**src/rtl/ghp_pkg.sv**
```systemverilog
package ghp_pkg;

  typedef enum logic [0:0] {
    IDX_CONCAT = 1'b0,
    IDX_XOR    = 1'b1
  } idx_mode_e;

  typedef logic [1:0] ctr_t;

  localparam ctr_t CTR_STRONG_NT = 2'b00;
  localparam ctr_t CTR_WEAK_NT   = 2'b01;
  localparam ctr_t CTR_STRONG_T  = 2'b11;

  // Strobes from control to datapath
  typedef struct packed {
    logic ctrWe;     // write the selected counter
    logic ctrUp;     // 1 = count toward taken
    logic histShift; // shift history
    logic histBit;   // bit shifted in
  } strobe_t;

  function automatic ctr_t satStep(input ctr_t cur, input logic up);
    ctr_t nxt;
    if (up) nxt = (cur == CTR_STRONG_T) ? cur : cur + 2'd1;
    else    nxt = (cur == CTR_STRONG_NT) ? cur : cur - 2'd1;
    return nxt;
  endfunction

endpackage

```
**src/rtl/ghp_ctrl.sv**
```systemverilog
module ghp_ctrl
  import ghp_pkg::*;
#(
  parameter int        PC_W      = 32,
  parameter int        PC_LSB    = 2,
  parameter int        ADDR_BITS = 4,
  parameter int        HIST_BITS = 2,
  parameter idx_mode_e IDX_MODE  = IDX_CONCAT,
  parameter int        IDX_W     = ADDR_BITS + HIST_BITS
) (
  input  logic [PC_W-1:0]      lookupPc,
  input  logic [HIST_BITS-1:0] curHist,
  input  logic                 updValid,
  input  logic [PC_W-1:0]      updPc,
  input  logic                 updTaken,
  input  logic [HIST_BITS-1:0] updHist,
  output logic [IDX_W-1:0]     rdIdx,
  output logic [IDX_W-1:0]     wrIdx,
  output strobe_t              strobe
);

  logic [ADDR_BITS-1:0] lkPcBits;
  logic [ADDR_BITS-1:0] upPcBits;
  logic                 unusedPcBits;

  assign lkPcBits     = lookupPc[PC_LSB +: ADDR_BITS];
  assign upPcBits     = updPc[PC_LSB +: ADDR_BITS];
  assign unusedPcBits = ^{lookupPc, updPc};

  generate
    if (IDX_MODE == IDX_CONCAT) begin : g_concat
      assign rdIdx = {lkPcBits, curHist};
      assign wrIdx = {upPcBits, updHist};
    end else begin : g_xor
      assign rdIdx = IDX_W'(lkPcBits) ^ IDX_W'(curHist);
      assign wrIdx = IDX_W'(upPcBits) ^ IDX_W'(updHist);
    end
  endgenerate

  always_comb begin
    strobe.ctrWe     = updValid;
    strobe.ctrUp     = updTaken;
    strobe.histShift = updValid;
    strobe.histBit   = updTaken;
  end

endmodule

```
**src/rtl/ghp_datapath.sv**
```systemverilog
module ghp_datapath
  import ghp_pkg::*;
#(
  parameter int HIST_BITS = 2,
  parameter int IDX_W     = 6
) (
  input  logic                 clk,
  input  logic                 rstN,
  input  logic [IDX_W-1:0]     rdIdx,
  input  logic [IDX_W-1:0]     wrIdx,
  input  strobe_t              strobe,
  output ctr_t                 rdCtr,
  output logic [HIST_BITS-1:0] histQ
);

  localparam int DEPTH = 1 << IDX_W;

  ctr_t patTable [DEPTH];

  // Combinational read: returns the value before any same-cycle write
  assign rdCtr = patTable[rdIdx];

  always_ff @(posedge clk) begin
    if (!rstN) begin
      for (int i = 0; i < DEPTH; i++) patTable[i] <= CTR_WEAK_NT;
    end else if (strobe.ctrWe) begin
      patTable[wrIdx] <= satStep(patTable[wrIdx], strobe.ctrUp);
    end
  end

  generate
    if (HIST_BITS == 1) begin : g_hist1
      always_ff @(posedge clk) begin
        if (!rstN)                 histQ <= '0;
        else if (strobe.histShift) histQ <= strobe.histBit;
      end
    end else begin : g_histN
      always_ff @(posedge clk) begin
        if (!rstN)                 histQ <= '0;
        else if (strobe.histShift) histQ <= {histQ[HIST_BITS-2:0], strobe.histBit};
      end
    end
  endgenerate

endmodule

```
**src/rtl/ghist_predictor.sv**
```systemverilog
module ghist_predictor
  import ghp_pkg::*;
#(
  parameter int        PC_W      = 32,
  parameter int        PC_LSB    = 2,
  parameter int        ADDR_BITS = 4,
  parameter int        HIST_BITS = 2,
  parameter idx_mode_e IDX_MODE  = IDX_CONCAT
) (
  input  logic                 clk,
  input  logic                 rstN,
  input  logic [PC_W-1:0]      lookupPc,
  output logic                 predTaken,
  output logic [HIST_BITS-1:0] curHist,
  input  logic                 updValid,
  input  logic [PC_W-1:0]      updPc,
  input  logic                 updTaken,
  input  logic [HIST_BITS-1:0] updHist
);

  localparam int WIDER = (ADDR_BITS > HIST_BITS) ? ADDR_BITS : HIST_BITS;
  localparam int IDX_W = (IDX_MODE == IDX_CONCAT) ? ADDR_BITS + HIST_BITS : WIDER;

  logic [IDX_W-1:0] rdIdx;
  logic [IDX_W-1:0] wrIdx;
  strobe_t          strobe;
  ctr_t             rdCtr;

  ghp_ctrl #(
    .PC_W(PC_W), .PC_LSB(PC_LSB), .ADDR_BITS(ADDR_BITS),
    .HIST_BITS(HIST_BITS), .IDX_MODE(IDX_MODE), .IDX_W(IDX_W)
  ) ctrl_i (
    .lookupPc(lookupPc), .curHist(curHist), .updValid(updValid),
    .updPc(updPc), .updTaken(updTaken), .updHist(updHist),
    .rdIdx(rdIdx), .wrIdx(wrIdx), .strobe(strobe)
  );

  ghp_datapath #(
    .HIST_BITS(HIST_BITS), .IDX_W(IDX_W)
  ) dp_i (
    .clk(clk), .rstN(rstN), .rdIdx(rdIdx), .wrIdx(wrIdx),
    .strobe(strobe), .rdCtr(rdCtr), .histQ(curHist)
  );

  assign predTaken = rdCtr[1];

endmodule

```
**config.mk**
```make
export PLATFORM = sky130hd
export DESIGN_NAME = ghist_predictor
export DESIGN_NICKNAME = d
export VERILOG_FILES = /design/src/rtl/ghp_pkg.sv /design/src/rtl/ghp_ctrl.sv /design/src/rtl/ghp_datapath.sv /design/src/rtl/ghist_predictor.sv
export SDC_FILE = /design/constraint.sdc
export NUM_CORES = 1
export LEC_CHECK = 0
export BUFFER_PORTS_ARGS = -buffer_cell sky130_fd_sc_hd__buf_2
export CORE_ASPECT_RATIO = 1.4
export CORE_MARGIN = 2
export CORE_UTILIZATION = 55
export DETAILED_ROUTE_END_ITERATION = 10
export PLACE_DENSITY = 0.75
export SLEW_MARGIN = 20
export SYNTH_ARGS = -nofsm -noshare
export SYNTH_HDL_FRONTEND = slang
export SYNTH_SLANG_ARGS = --single-unit
```
**constraint.sdc**
```tcl
create_clock -name clk -period 7.2 [get_ports clk]
set_input_delay 0.72 -clock clk [delete_from_list [all_inputs] [get_ports clk]]
set_output_delay 0.72 -clock clk [all_outputs]
set_load 0.005 [all_outputs]
```
; Word-level counts from Yosys, hierarchy flattened
; Memory sizes are Yosys's and may differ from the RTL's.
; Index checks and enable logic that the tools add are counted.
[op_classes]
addsub = 2
n_eq_ne = 1
mux = 12
n_reduce_logical = 2
[ops]
columns = operator, n
row1 = two-way mux 2 bit, 6
row2 = two-way mux 6 bit, 1
row3 = two-way mux 1 bit, 5
row4 = adder 2 x 1 -> 2 bit (second input constant), 1
row5 = == test 2 bit (second input constant), 1
row6 = logical NOT 2 bit, 1
row7 = OR reduction 2 bit, 1
row8 = subtractor 2 x 1 -> 2 bit (second input constant), 1
[word_totals]
reg_bits = 2
ramBits = 128
out_inout_bits = 3
memories = 1
[mem_list]
columns = name, words, word_bits, rd, rd_clocked_by_memory_dff, write_ports, line_no
row1 = dp_i.patTable, 64, 2, 2, 0, 64, ghp_datapath.sv:18  ; ctr_t patTable [DEPTH];

; Logic depth before layout (Yosys ltp)
; Gate-level depths: netlist of the first run.
; An unclocked memory read counts as a cell.
[logic_depth]
ltp_word = 7
depth_mapped = 13
depth_no_buf = 7

; Cells and area by module
; From an unflattened synthesis of the first run, not the netlist that was laid out.
[hier_totals]
cells_unflattened = 679
area_unflattened_um2 = 8061.5
[by_module_without_submodules]
columns = module, instances, cells_per_inst, area_each_um2, seq_area_each_um2
row1 = ghp_datapath, 1, 663, 7941.4, 3883.7
row2 = ghp_ctrl, 1, 16, 120.1, 0.0

; Worst setup path before layout of the first run
; Ideal clock, no wire load.
[synth_timing]
kind = reg2out
start = reg dp_i.histQ[0]
end = out predTaken
arrival_ns = 2.790
slack_ns = 3.690
stages_incl_launch_ff = 6
path_buffers = 2
path_cell_list = dfxtp_1 > clkbuf_1 > buf_1 > mux4_2 > mux4_2 > mux4_2
[synth_via]
elab_chain_len = 1
[synth_rtl]
columns = element, line_no
row1 = from (decl), ghp_datapath.sv:13  ; output logic [HIST_BITS-1:0] histQ
row2 = from (signal assigned), ghp_datapath.sv:40  ; else if (strobe.histShift) histQ <= {histQ[HIST_BITS-2:0], strobe.histBit};
row3 = memory (64 x 2 bit), n/a
row4 = to (decl), ghist_predictor.sv:13  ; output logic predTaken,
; Every way passes these cells.

==> impl_summary.txt, run 1 <==
----------------------------------------------------
[Setup path]
  Series of cell instances along the critical path ... buf_2, buf_4, nor2b_1, a22oi_1, o211ai_1, a211o_1, or3_1, maj3_2, buf_4, nand4_1
  Most frequent cell on the critical path ... sky130_fd_sc_hd__buf_4
  Critical path depth ... 10
  Crit path buffers/inverters ... 3
  R2R depth ... 8
  Data arrival, critical path ... 4.55 ns
  Top fanout value on the critical path ... 41
  CP Launch Type ... input port
  Worst setup path startpoint ... updHist[0]
  CP endpoint kind ... flop
  Highest-delay cell along the critical path ... sky130_fd_sc_hd__nor2b_1
  Required arrival time at the worst endpoint ... 7.33 ns
  Worst reg2reg path startpoint ... dp_i.patTable[58][0]
  Critical path type ... input port to flop
  Top cell family by delay on the critical path ... buffers and inverters
  Delay of the slowest cell on the worst path ... 0.88 ns

[Placed design]
  Count of buffers inserted at the top-level ports ... 16
  Placed wire-length estimate after detailed placement ... 11510 µm
  Worst setup timing slack at the placement stage ... 2.429 ns
  Area after detailed placement ... 7118 µm²
  GPL Wtd Cong ... 0.8698

[Synth]
  Cell Area, Synth ... 7147 µm²
  Cell taking the most area after synthesis ... sky130_fd_sc_hd__edfxtp_1
  Warning count from the yosys run ... 0
  Synth top area share ... 0.5378
  Number of synthesized flops with an enable pin ... 128
  Cell variety after synth ... 47
  Net count after synthesis ... 687
  Count of mapped cells out of synthesis ... 617
  Yosys reg bits ... 130
  Fraction of registers with async set/reset ... 0
  Top area cells in the synthesized netlist ... sky130_fd_sc_hd__edfxtp_1 54%, sky130_fd_sc_hd__mux4_2 11%, sky130_fd_sc_hd__o21ai_0 4.9%
  Leading register cell type out of synthesis ... sky130_fd_sc_hd__edfxtp_1
  Seq/Total Area, Yosys ... 0.5434
  Syn_area_per_cell ... 11.58 µm²

[Floorplan]
  Std-Cell Core Area ... 12750 µm²
  Width of the die ... 100.3 µm
  Initial Utilization ... 0.5604
  Vert. Die Dim ... 138.9 µm
  Number of rows created at floorplan ... 49
  Number of top-level pins ... 73
  Die area ... 13930 µm²

[Detailed routing]
  Detailed-router iteration count before antenna repair ... 5
  Wirelength, routed ... 18710 µm
  Remaining routing DRC violations ... 0
  Number of DRC violations after detailed-routing iteration 0 ... 742
  Vias per std cell ... 7.200
  DRT antenna net count ... 0
  Count of vias placed by the detailed router ... 5393
  Average routed wire per standard cell ... 24.98 µm

[Timing]
  Minimum setup slack in the final design ... 2.776 ns
  Max Clock Freq ... 226.0 MHz
  Post-route minimum period ... 4.424 ns
  Final number of hold-violating endpoints ... 0
  Unrepaired setup endpoints after global routing ... no
  Max_slew headroom ... 0.2512
  Worst Skew ... 0.008432 ns
  Final setup fails ... 0
  Slew Limit Fails ... 0
  Transition time at the pin with the least slew margin ... 1.120 ns
  Final TNS setup ... 0 ns
  Post-route clock period utilization ... 0.6145

[GRT]
  Gr ovfl total ... 0
  Number of global-route vias before repair ... 5187
  Largest net degree at the start of global routing ... 72
  Global-route wire length before repair ... 28410 µm
  Global-route total usage across every layer ... 0.2737
  Antenna violations before repair ... 0

[Final layout]
  Area occupied by registers ... 3884 µm²
  Multi-input logic area ... 2873 µm²
  Number of inserted diodes ... 0
  Most frequent standard cell in the layout excluding fill and tap cells ... sky130_fd_sc_hd__edfxtp_1
  Summed area of non-filler cells in the final layout ... 7714 µm²
  Core occupancy in the finished layout ... 0.6049
  Fraction of final layout cells with drive strength greater than 1 ... 0.1644
  Most used cells in the layout excluding fill and tap cells ... 128 x sky130_fd_sc_hd__edfxtp_1, 70 x sky130_fd_sc_hd__o21ai_0, 67 x sky130_fd_sc_hd__nor3_1
  Number of nets in the final layout ... 653
  Layout overhead on the synthesized area ... 7.931%
  Fill cells ... 978

[Clock network]
  Clock tree from TritonCTS ... yes
  Clock-pin slew reported for the worst setup and hold paths after clock tree synthesis ... 0.06 ns
  Worst skew pair latency ... 0.42 ns
  H-tree levels ... 4
  Clock Sinks ... 130
  Count of buffers added by post-CTS timing repair for setup ... 0
  Post-cts gate resize count ... 0
  CTS Root Cell ... sky130_fd_sc_hd__clkbuf_16
  Post-CTS Hold Fix Bufs ... 0
  Max Buffers Root-to-Sink ... 2
  Clock buffer count from CTS ... 17

[Pwr]
  Power per cell area ... 250.4 nW/µm²
  Highest ir drop seen on vdd ... 0.1314 mV
  Static Leakage ... 2.283 nW

[Run status]
  Result of the run ... finished clean

[Worst hold path]
  Number of stages on the worst hold path ... 3
  Classification of the worst-slack hold path ... input port to flop
  Start point of the worst hold path ... updTaken

[Job]
  # Max-Cap Violations ... 0

----------------------------------------------------
==> cell type report <==
class	count	share of cell area
multi-input combinational	405	0.3724
timing repair buffer	27	0.02141
sequential	130	0.5035
inverter	2	0.0009732
clock inverter	14	0.02125
clock buffer	18	0.05564
tap	153	0.02482
==> registers in the layout, indices dropped and copies added, names as in the netlist <==
| register | count |
|---|---|
| dp_i.histQ | 2 |
| dp_i.patTable | 128 |
==> cells by family (layout without fill, tap and decap cells) <==
kind of cell               count (synthesis)  in the layout  share of synthesized area
muxes                                     60             60                     0.1455
and+or+nand+nor                          234            234                     0.1640
buffers and inverters                     82             61                    0.05480
AOI/OAI and AO/OA                        109            109                    0.08929
DFF                                      130            130                     0.5434
adders and majority gates                  2              2                   0.002976
==> metrics by stage <==
stage / power (mW) / cells / hold slack, ns
final: 1.931 / 749 / 0.6003
after global routing: 1.972 / 749 / 0.6259
after CTS: 1.923 / 749 / 0.5943
after detailed placement: 1.074 / 717 / 0.8313
after global placement: 1.068 / 717 / 0.8080
after floorplan: 1.030 / 617 / 0.8895
==> metal layers <==
layer  track usage  vias to the layer above  wire, µm
li1              -                     2298         -
met1        0.3293                     2603      6225
met2        0.4451                      417      9397
met3       0.06452                       75      2102
met4        0.1608                        0       987
met5             0                        -         0
==> final timing paths <==
kind	slack, ns	to
hold reg to reg	0.84	dp_i.histQ[1]
setup reg to reg	3.76	dp_i.patTable[23][1]
setup / recovery	2.78	dp_i.patTable[62][0]
hold / removal	0.60	dp_i.histQ[0]
==> where the power goes <==
| group | internal (mW) | leakage [nW] | switching (mW) |
|---|---|---|---|
| Combinational | 0.0617 | 0.837 | 0.143 |
| Clock | 0.542 | 0.281 | 0.326 |
| Sequential | 0.849 | 1.17 | 0.0111 |
| Total | 1.45 | 2.28 | 0.479 |
==> Yosys cell counts, drive strengths merged (3+ instances only) <==
master	number
nand3b	5
mux4	35
nand4	16
a211oi	5
a221oi	3
nand3	28
or2	3
a31oi	3
nor3b	7
nand2	44
clkbuf	48
o22ai	6
and3	4
buf	32
and2	3
nand2b	4
a22oi	4
a21oi	5
nor2	38
or3b	3
o21ai	70
nor2b	5
edfxtp	128
mux2i	24
nor3	67
==> worst reg2reg max path, cell delays in order (launching register included) <==
cell,delay [ns]
sky130_fd_sc_hd__edfxtp_1,0.37
sky130_fd_sc_hd__mux4_2,0.45
sky130_fd_sc_hd__nor3b_1,0.17
sky130_fd_sc_hd__a31oi_1,0.37
sky130_fd_sc_hd__o211ai_1,0.24
sky130_fd_sc_hd__nor3_1,0.28
sky130_fd_sc_hd__maj3_2,0.65
sky130_fd_sc_hd__buf_4,0.50
sky130_fd_sc_hd__nor3_1,0.11
(Power assumes the default switching activity.)
==> run 2, diff against run 1 <==
--- a/config.mk
+++ b/config.mk
@@ -5,12 +5,13 @@
 export SDC_FILE = /design/constraint.sdc
 export NUM_CORES = 1
 export LEC_CHECK = 0
+export ABC_AREA = 1
 export BUFFER_PORTS_ARGS = -buffer_cell sky130_fd_sc_hd__buf_2
 export CORE_ASPECT_RATIO = 1.4
 export CORE_MARGIN = 2
-export CORE_UTILIZATION = 55
+export CORE_UTILIZATION = 54
 export DETAILED_ROUTE_END_ITERATION = 10
-export PLACE_DENSITY = 0.75
+export PLACE_DENSITY = 0.77
 export SLEW_MARGIN = 20
 export SYNTH_ARGS = -nofsm -noshare
 export SYNTH_HDL_FRONTEND = slang
==> constraint.sdc (replaced) <==
create_clock -name clk -period 3.7 [get_ports clk]
set_input_delay 0.37 -clock clk [delete_from_list [all_inputs] [get_ports clk]]
set_output_delay 0.37 -clock clk [all_outputs]
set_load 0.005 [all_outputs]
==> run 2 against run 1 <==
Wire length increased by 13%. Via count increased by 29%. Global-route usage increased by 0.84 points. Flip-flop and latch count unchanged. Highest routed layer unchanged. Critical path type is now flop to primary output. Clock-buffer cell count unchanged. Final cell count increased by 65%. Utilization about the same. Clock power increased by 81%. Synthesized cell count increased by 69%. Clock skew increased by 0.00094 ns. Register-to-register slack got worse by 2.5 ns. First-iteration DRC count decreased by 13%.
==> impl_summary.txt, run 2 <==
----------------------------------------------------
[Run status]
  Result of the run ... finished clean (unchanged)

[Clock network]
  CTS Root Cell ... sky130_fd_sc_hd__clkbuf_16 (unchanged)
  Count of buffers added by post-CTS timing repair for setup ... 0 (unchanged)
  Post-cts gate resize count ... 0 (unchanged)
  Max Buffers Root-to-Sink ... 2 (unchanged)
  Clock tree from TritonCTS ... yes (unchanged)
  Post-CTS Hold Fix Bufs ... 0 (unchanged)
  Clock buffer count from CTS ... 17 (unchanged)
  Worst skew pair latency ... 0.42 ns (about the same)
  Clock Sinks ... 130 (unchanged)
  Clock-pin slew reported for the worst setup and hold paths after clock tree synthesis ... 0.05 ns (was 0.06 ns)
  H-tree levels ... 4 (unchanged)

[Floorplan]
  Initial Utilization ... 0.5532 (was 0.5604)
  Number of rows created at floorplan ... 51 (was 49)
  Number of top-level pins ... 73 (unchanged)
  Std-Cell Core Area ... 13910 µm² (was 12750 µm²)
  Die area ... 15230 µm² (was 13930 µm²)
  Vert. Die Dim ... 145.2 µm (was 138.9 µm)
  Width of the die ... 104.9 µm (was 100.3 µm)

[Final layout]
  Most used cells in the layout excluding fill and tap cells ... 381 x sky130_fd_sc_hd__nand2_1, 180 x sky130_fd_sc_hd__nor2_1, 128 x sky130_fd_sc_hd__edfxtp_1 (was 128 x sky130_fd_sc_hd__edfxtp_1, 70 x sky130_fd_sc_hd__o21ai_0, 67 x sky130_fd_sc_hd__nor3_1)
  Largest registers ... dp_i.patTable (128), dp_i.histQ (2) (unchanged)
  Most frequent standard cell in the layout excluding fill and tap cells ... sky130_fd_sc_hd__nand2_1 (was sky130_fd_sc_hd__edfxtp_1)
  Area occupied by registers ... 3884 µm² (unchanged)
  Fraction of final layout cells with drive strength greater than 1 ... 0.06946 (was 0.1644)
  Multi-input logic area ... 3042 µm² (was 2873 µm²)
  Register name with the most flops ... dp_i.patTable (unchanged)
  Non-Filler Instances ... 1236 (was 749)
  Layout overhead on the synthesized area ... 9.415% (was 7.931%)
  Flip-flop count of the largest register, all copies and words added ... 128 (unchanged)
  Fill cells ... 1285 (was 978)
  Summed area of non-filler cells in the final layout ... 8419 µm² (was 7714 µm²)
  Number of nets in the final layout ... 1110 (was 653)
  Number of inserted diodes ... 0 (unchanged)

[Detailed routing]
  Number of DRC violations after detailed-routing iteration 0 ... 647 (was 742)
  Wire length on met1 ... 7122 µm (was 6225 µm)
  Vias per std cell ... 5.643 (was 7.200)
  Detailed route wirelength on metal3 ... 2246 µm (was 2102 µm)
  Detailed-router iteration count before antenna repair ... 6 (was 5)
  Wirelength, routed ... 21110 µm (was 18710 µm)
  Routed met2 length ... 10590 µm (was 9397 µm)
  Remaining routing DRC violations ... 0 (unchanged)
  Top Layer Used ... met4 (unchanged)
  Count of vias placed by the detailed router ... 6975 (was 5393)
  DRT antenna net count ... 0 (unchanged)
  Average routed wire per standard cell ... 17.08 µm (was 24.98 µm)

[Synth]
  Seq/Total Area, Yosys ... 0.5047 (was 0.5434)
  Cell Area, Synth ... 7695 µm² (was 7147 µm²)
  Count of mapped cells out of synthesis ... 1043 (was 617)
  Leading register cell type out of synthesis ... sky130_fd_sc_hd__edfxtp_1 (unchanged)
  Syn_area_per_cell ... 7.378 µm² (was 11.58 µm²)
  Cell taking the most area after synthesis ... sky130_fd_sc_hd__edfxtp_1 (unchanged)
  Proportion of synthesized area in mux cells ... 0 (was 0.1455)
  Simple-gate portion of the synthesized area ... 0.3405 (was 0.1640)
  Fraction of registers with async set/reset ... 0 (unchanged)
  Dominant combinational cell family by area after synthesis ... simple AND/OR/NAND/NOR gates (unchanged)
  Number of synthesized flops with an enable pin ... 128 (unchanged)
  Synth top area share ... 0.4995 (was 0.5378)
  Cell variety after synth ... 26 (was 47)
  Compound-Gate Fraction of Synth Area ... 0.05447 (was 0.08929)
  Fraction of synthesized cell area in xor and xnor cells ... 0 (unchanged)
  Cell types with the highest counts after synthesis ... 382 x sky130_fd_sc_hd__nand2_1, 180 x sky130_fd_sc_hd__nor2_1, 128 x sky130_fd_sc_hd__edfxtp_1 (was 128 x sky130_fd_sc_hd__edfxtp_1, 70 x sky130_fd_sc_hd__o21ai_0, 67 x sky130_fd_sc_hd__nor3_1)
  Warning count from the yosys run ... 0 (unchanged)
  Top area cells in the synthesized netlist ... sky130_fd_sc_hd__edfxtp_1 50%, sky130_fd_sc_hd__nand2_1 19%, sky130_fd_sc_hd__nor2_1 8.8% (was sky130_fd_sc_hd__edfxtp_1 54%, sky130_fd_sc_hd__mux4_2 11%, sky130_fd_sc_hd__o21ai_0 4.9%)
  Synth Area in Adders ... 0 (was 0.002976)
  Net count after synthesis ... 1113 (was 687)
  Yosys reg bits ... 130 (unchanged)
  Most frequent cell after synthesis ... sky130_fd_sc_hd__nand2_1 (was sky130_fd_sc_hd__edfxtp_1)

[Timing]
  Transition time at the pin with the least slew margin ... 0.7881 ns (was 1.120 ns)
  Post-route minimum period ... 2.812 ns
  Slew Limit Fails ... 0 (unchanged)
  Unrepaired setup endpoints after global routing ... no (unchanged)
  Post-route clock period utilization ... 0.7599
  Max Clock Freq ... 355.7 MHz
  Final number of hold-violating endpoints ... 0 (unchanged)
  Max_slew headroom ... 0.4746 (was 0.2512)
  Final setup fails ... 0 (unchanged)
  Final TNS setup ... 0 ns (unchanged)
  Worst Skew ... 0.009369 ns (was 0.008432 ns)

[GRT]
  Global-route wire length before repair ... 33290 µm (was 28410 µm)
  Antenna violations before repair ... 0 (unchanged)
  Global-route total usage across every layer ... 0.2822 (was 0.2737)
  Gr ovfl total ... 0 (unchanged)
  Largest net degree at the start of global routing ... 71 (was 72)
  Number of global-route vias before repair ... 6786 (was 5187)

[Setup path]
  Top cell family by delay on the critical path ... buffers and inverters (unchanged)
  CP Launch Type ... flop (was input port)
  Most frequent cell on the critical path ... sky130_fd_sc_hd__nand2_1 (was sky130_fd_sc_hd__buf_4)
  Critical path type ... flop to primary output (was input port to flop)
  Delay of the slowest cell on the worst path ... 0.35 ns (was 0.88 ns)
  Data arrival, critical path ... 2.44 ns (was 4.55 ns)
  Required arrival time at the worst endpoint ... 3.33 ns (was 7.33 ns)
  Crit path buffers/inverters ... 3 (unchanged)
  Series of cell instances along the critical path ... inv_1, buf_4, nor2_1, o21ai_0, nand2_1, nand2_1, a21oi_1, o21ai_0, nand3_1, nand2_1, buf_2 (was buf_2, buf_4, nor2b_1, a22oi_1, o211ai_1, a211o_1, or3_1, maj3_2, buf_4, nand4_1)
  Highest-delay cell along the critical path ... sky130_fd_sc_hd__buf_4 (was sky130_fd_sc_hd__nor2b_1)
  Top fanout value on the critical path ... 18 (was 41)
  CP endpoint kind ... primary output (was flop)

[Placed design]
  GPL Wtd Cong ... 0.9132 (was 0.8698)
  Count of buffers inserted at the top-level ports ... 16 (unchanged)
  Area after detailed placement ... 7871 µm² (was 7118 µm²)
  Cell total after placement ... 1206 (was 717)
  Placed wire-length estimate after detailed placement ... 13320 µm (was 11510 µm)

[Worst hold path]
  Classification of the worst-slack hold path ... input port to flop (unchanged)

[Pwr]
  Static Leakage ... 3.404 nW (was 2.283 nW)
  Power, Total ... 3.734 mW (was 1.931 mW)
  Power per cell area ... 443.5 nW/µm² (was 250.4 nW/µm²)
  Highest ir drop seen on vdd ... 0.2557 mV (was 0.1314 mV)

[Job]
  # Max-Cap Violations ... 0 (unchanged)

----------------------------------------------------
-- run 2: cell count changes in the layout (fill, tap and decap cells not counted), sizes merged, moves of 15 or more --
cell / previous run / this run
mux4: 35 / 0
nor2: 38 / 183
nand4: 16 / 1
nand3: 28 / 81
nand2: 44 / 384
o21ai: 70 / 52
inv: 3 / 117
mux2i: 24 / 0
nor3: 67 / 4
-- run 2: path summary, 6_finish.rpt --
| check | from | endpoint | slack (ns) | cells past startpoint |
|---|---|---|---|---|
| hold / removal | updValid | dp_i.histQ[0] | 0.21 | 2 |
| setup reg to reg | dp_i.patTable[27][1] | dp_i.patTable[36][0] | 1.26 | 11 |
| hold reg to reg | dp_i.histQ[0] | dp_i.histQ[0] | 0.89 | 3 |
| setup / recovery | dp_i.histQ[0] | predTaken | 0.89 | 11 |
-- run 2: layout make-up --
class / instances / area share
clock buffer: 18 / 0.05097
sequential: 130 / 0.4613
inverter: 117 / 0.05216
multi-input combinational: 737 / 0.3613
tap: 185 / 0.02749
timing repair buffer: 37 / 0.03269
clock inverter: 12 / 0.01412
-- run 2: kinds of logic (layout without fill, tap and decap cells) --
family,count (synthesis),count (layout)
AO/OA/AOI/OAI,78,78
AND/OR/NAND/NOR,659,659
flip-flops,130,130
buffers and inverters,176,184
-- run 2: routing by layer --
layer / GRT usage / vias to the layer above
li1: - / 3299
met3: 0.04897 / 106
met5: 0 / -
met1: 0.3316 / 3165
met4: 0.1673 / 0
met2: 0.4795 / 405
-- run 2: where the power goes --
group | leakage [nW] | internal [mW] | switching, mW
Combinational | 1.98 | 0.124 | 0.369
Clock | 0.262 | 0.972 | 0.602
Sequential | 1.17 | 1.65 | 0.0156
Total | 3.40 | 2.75 | 0.987
-- run 2: per-stage QoR --
step	hold slack [ns]	utilization	setup slack, ns
5_1_grt	0.2327	0.6052	0.7321
3_5_place_dp	0.6295	0.5658	0.7678
6_report	0.2114	0.6052	0.8883
3_3_place_gp	0.6255	0.5658	0.7799
2_1_floorplan	0.4602	-	1.638
4_1_cts	0.2057	0.6052	0.9639
-- run 2: worst register-to-register path: stages, from the launching register on --
cell                       delay [ns]
sky130_fd_sc_hd__edfxtp_1        0.41
sky130_fd_sc_hd__inv_1           0.07
sky130_fd_sc_hd__nand2_1         0.05
sky130_fd_sc_hd__o211ai_1        0.18
sky130_fd_sc_hd__nand2_1         0.08
sky130_fd_sc_hd__o21ai_1         0.17
sky130_fd_sc_hd__nand2_1         0.10
sky130_fd_sc_hd__nor2_2          0.15
sky130_fd_sc_hd__nand2_1         0.08
sky130_fd_sc_hd__nand2_2         0.06
sky130_fd_sc_hd__buf_4           0.60
sky130_fd_sc_hd__nand3_1         0.22
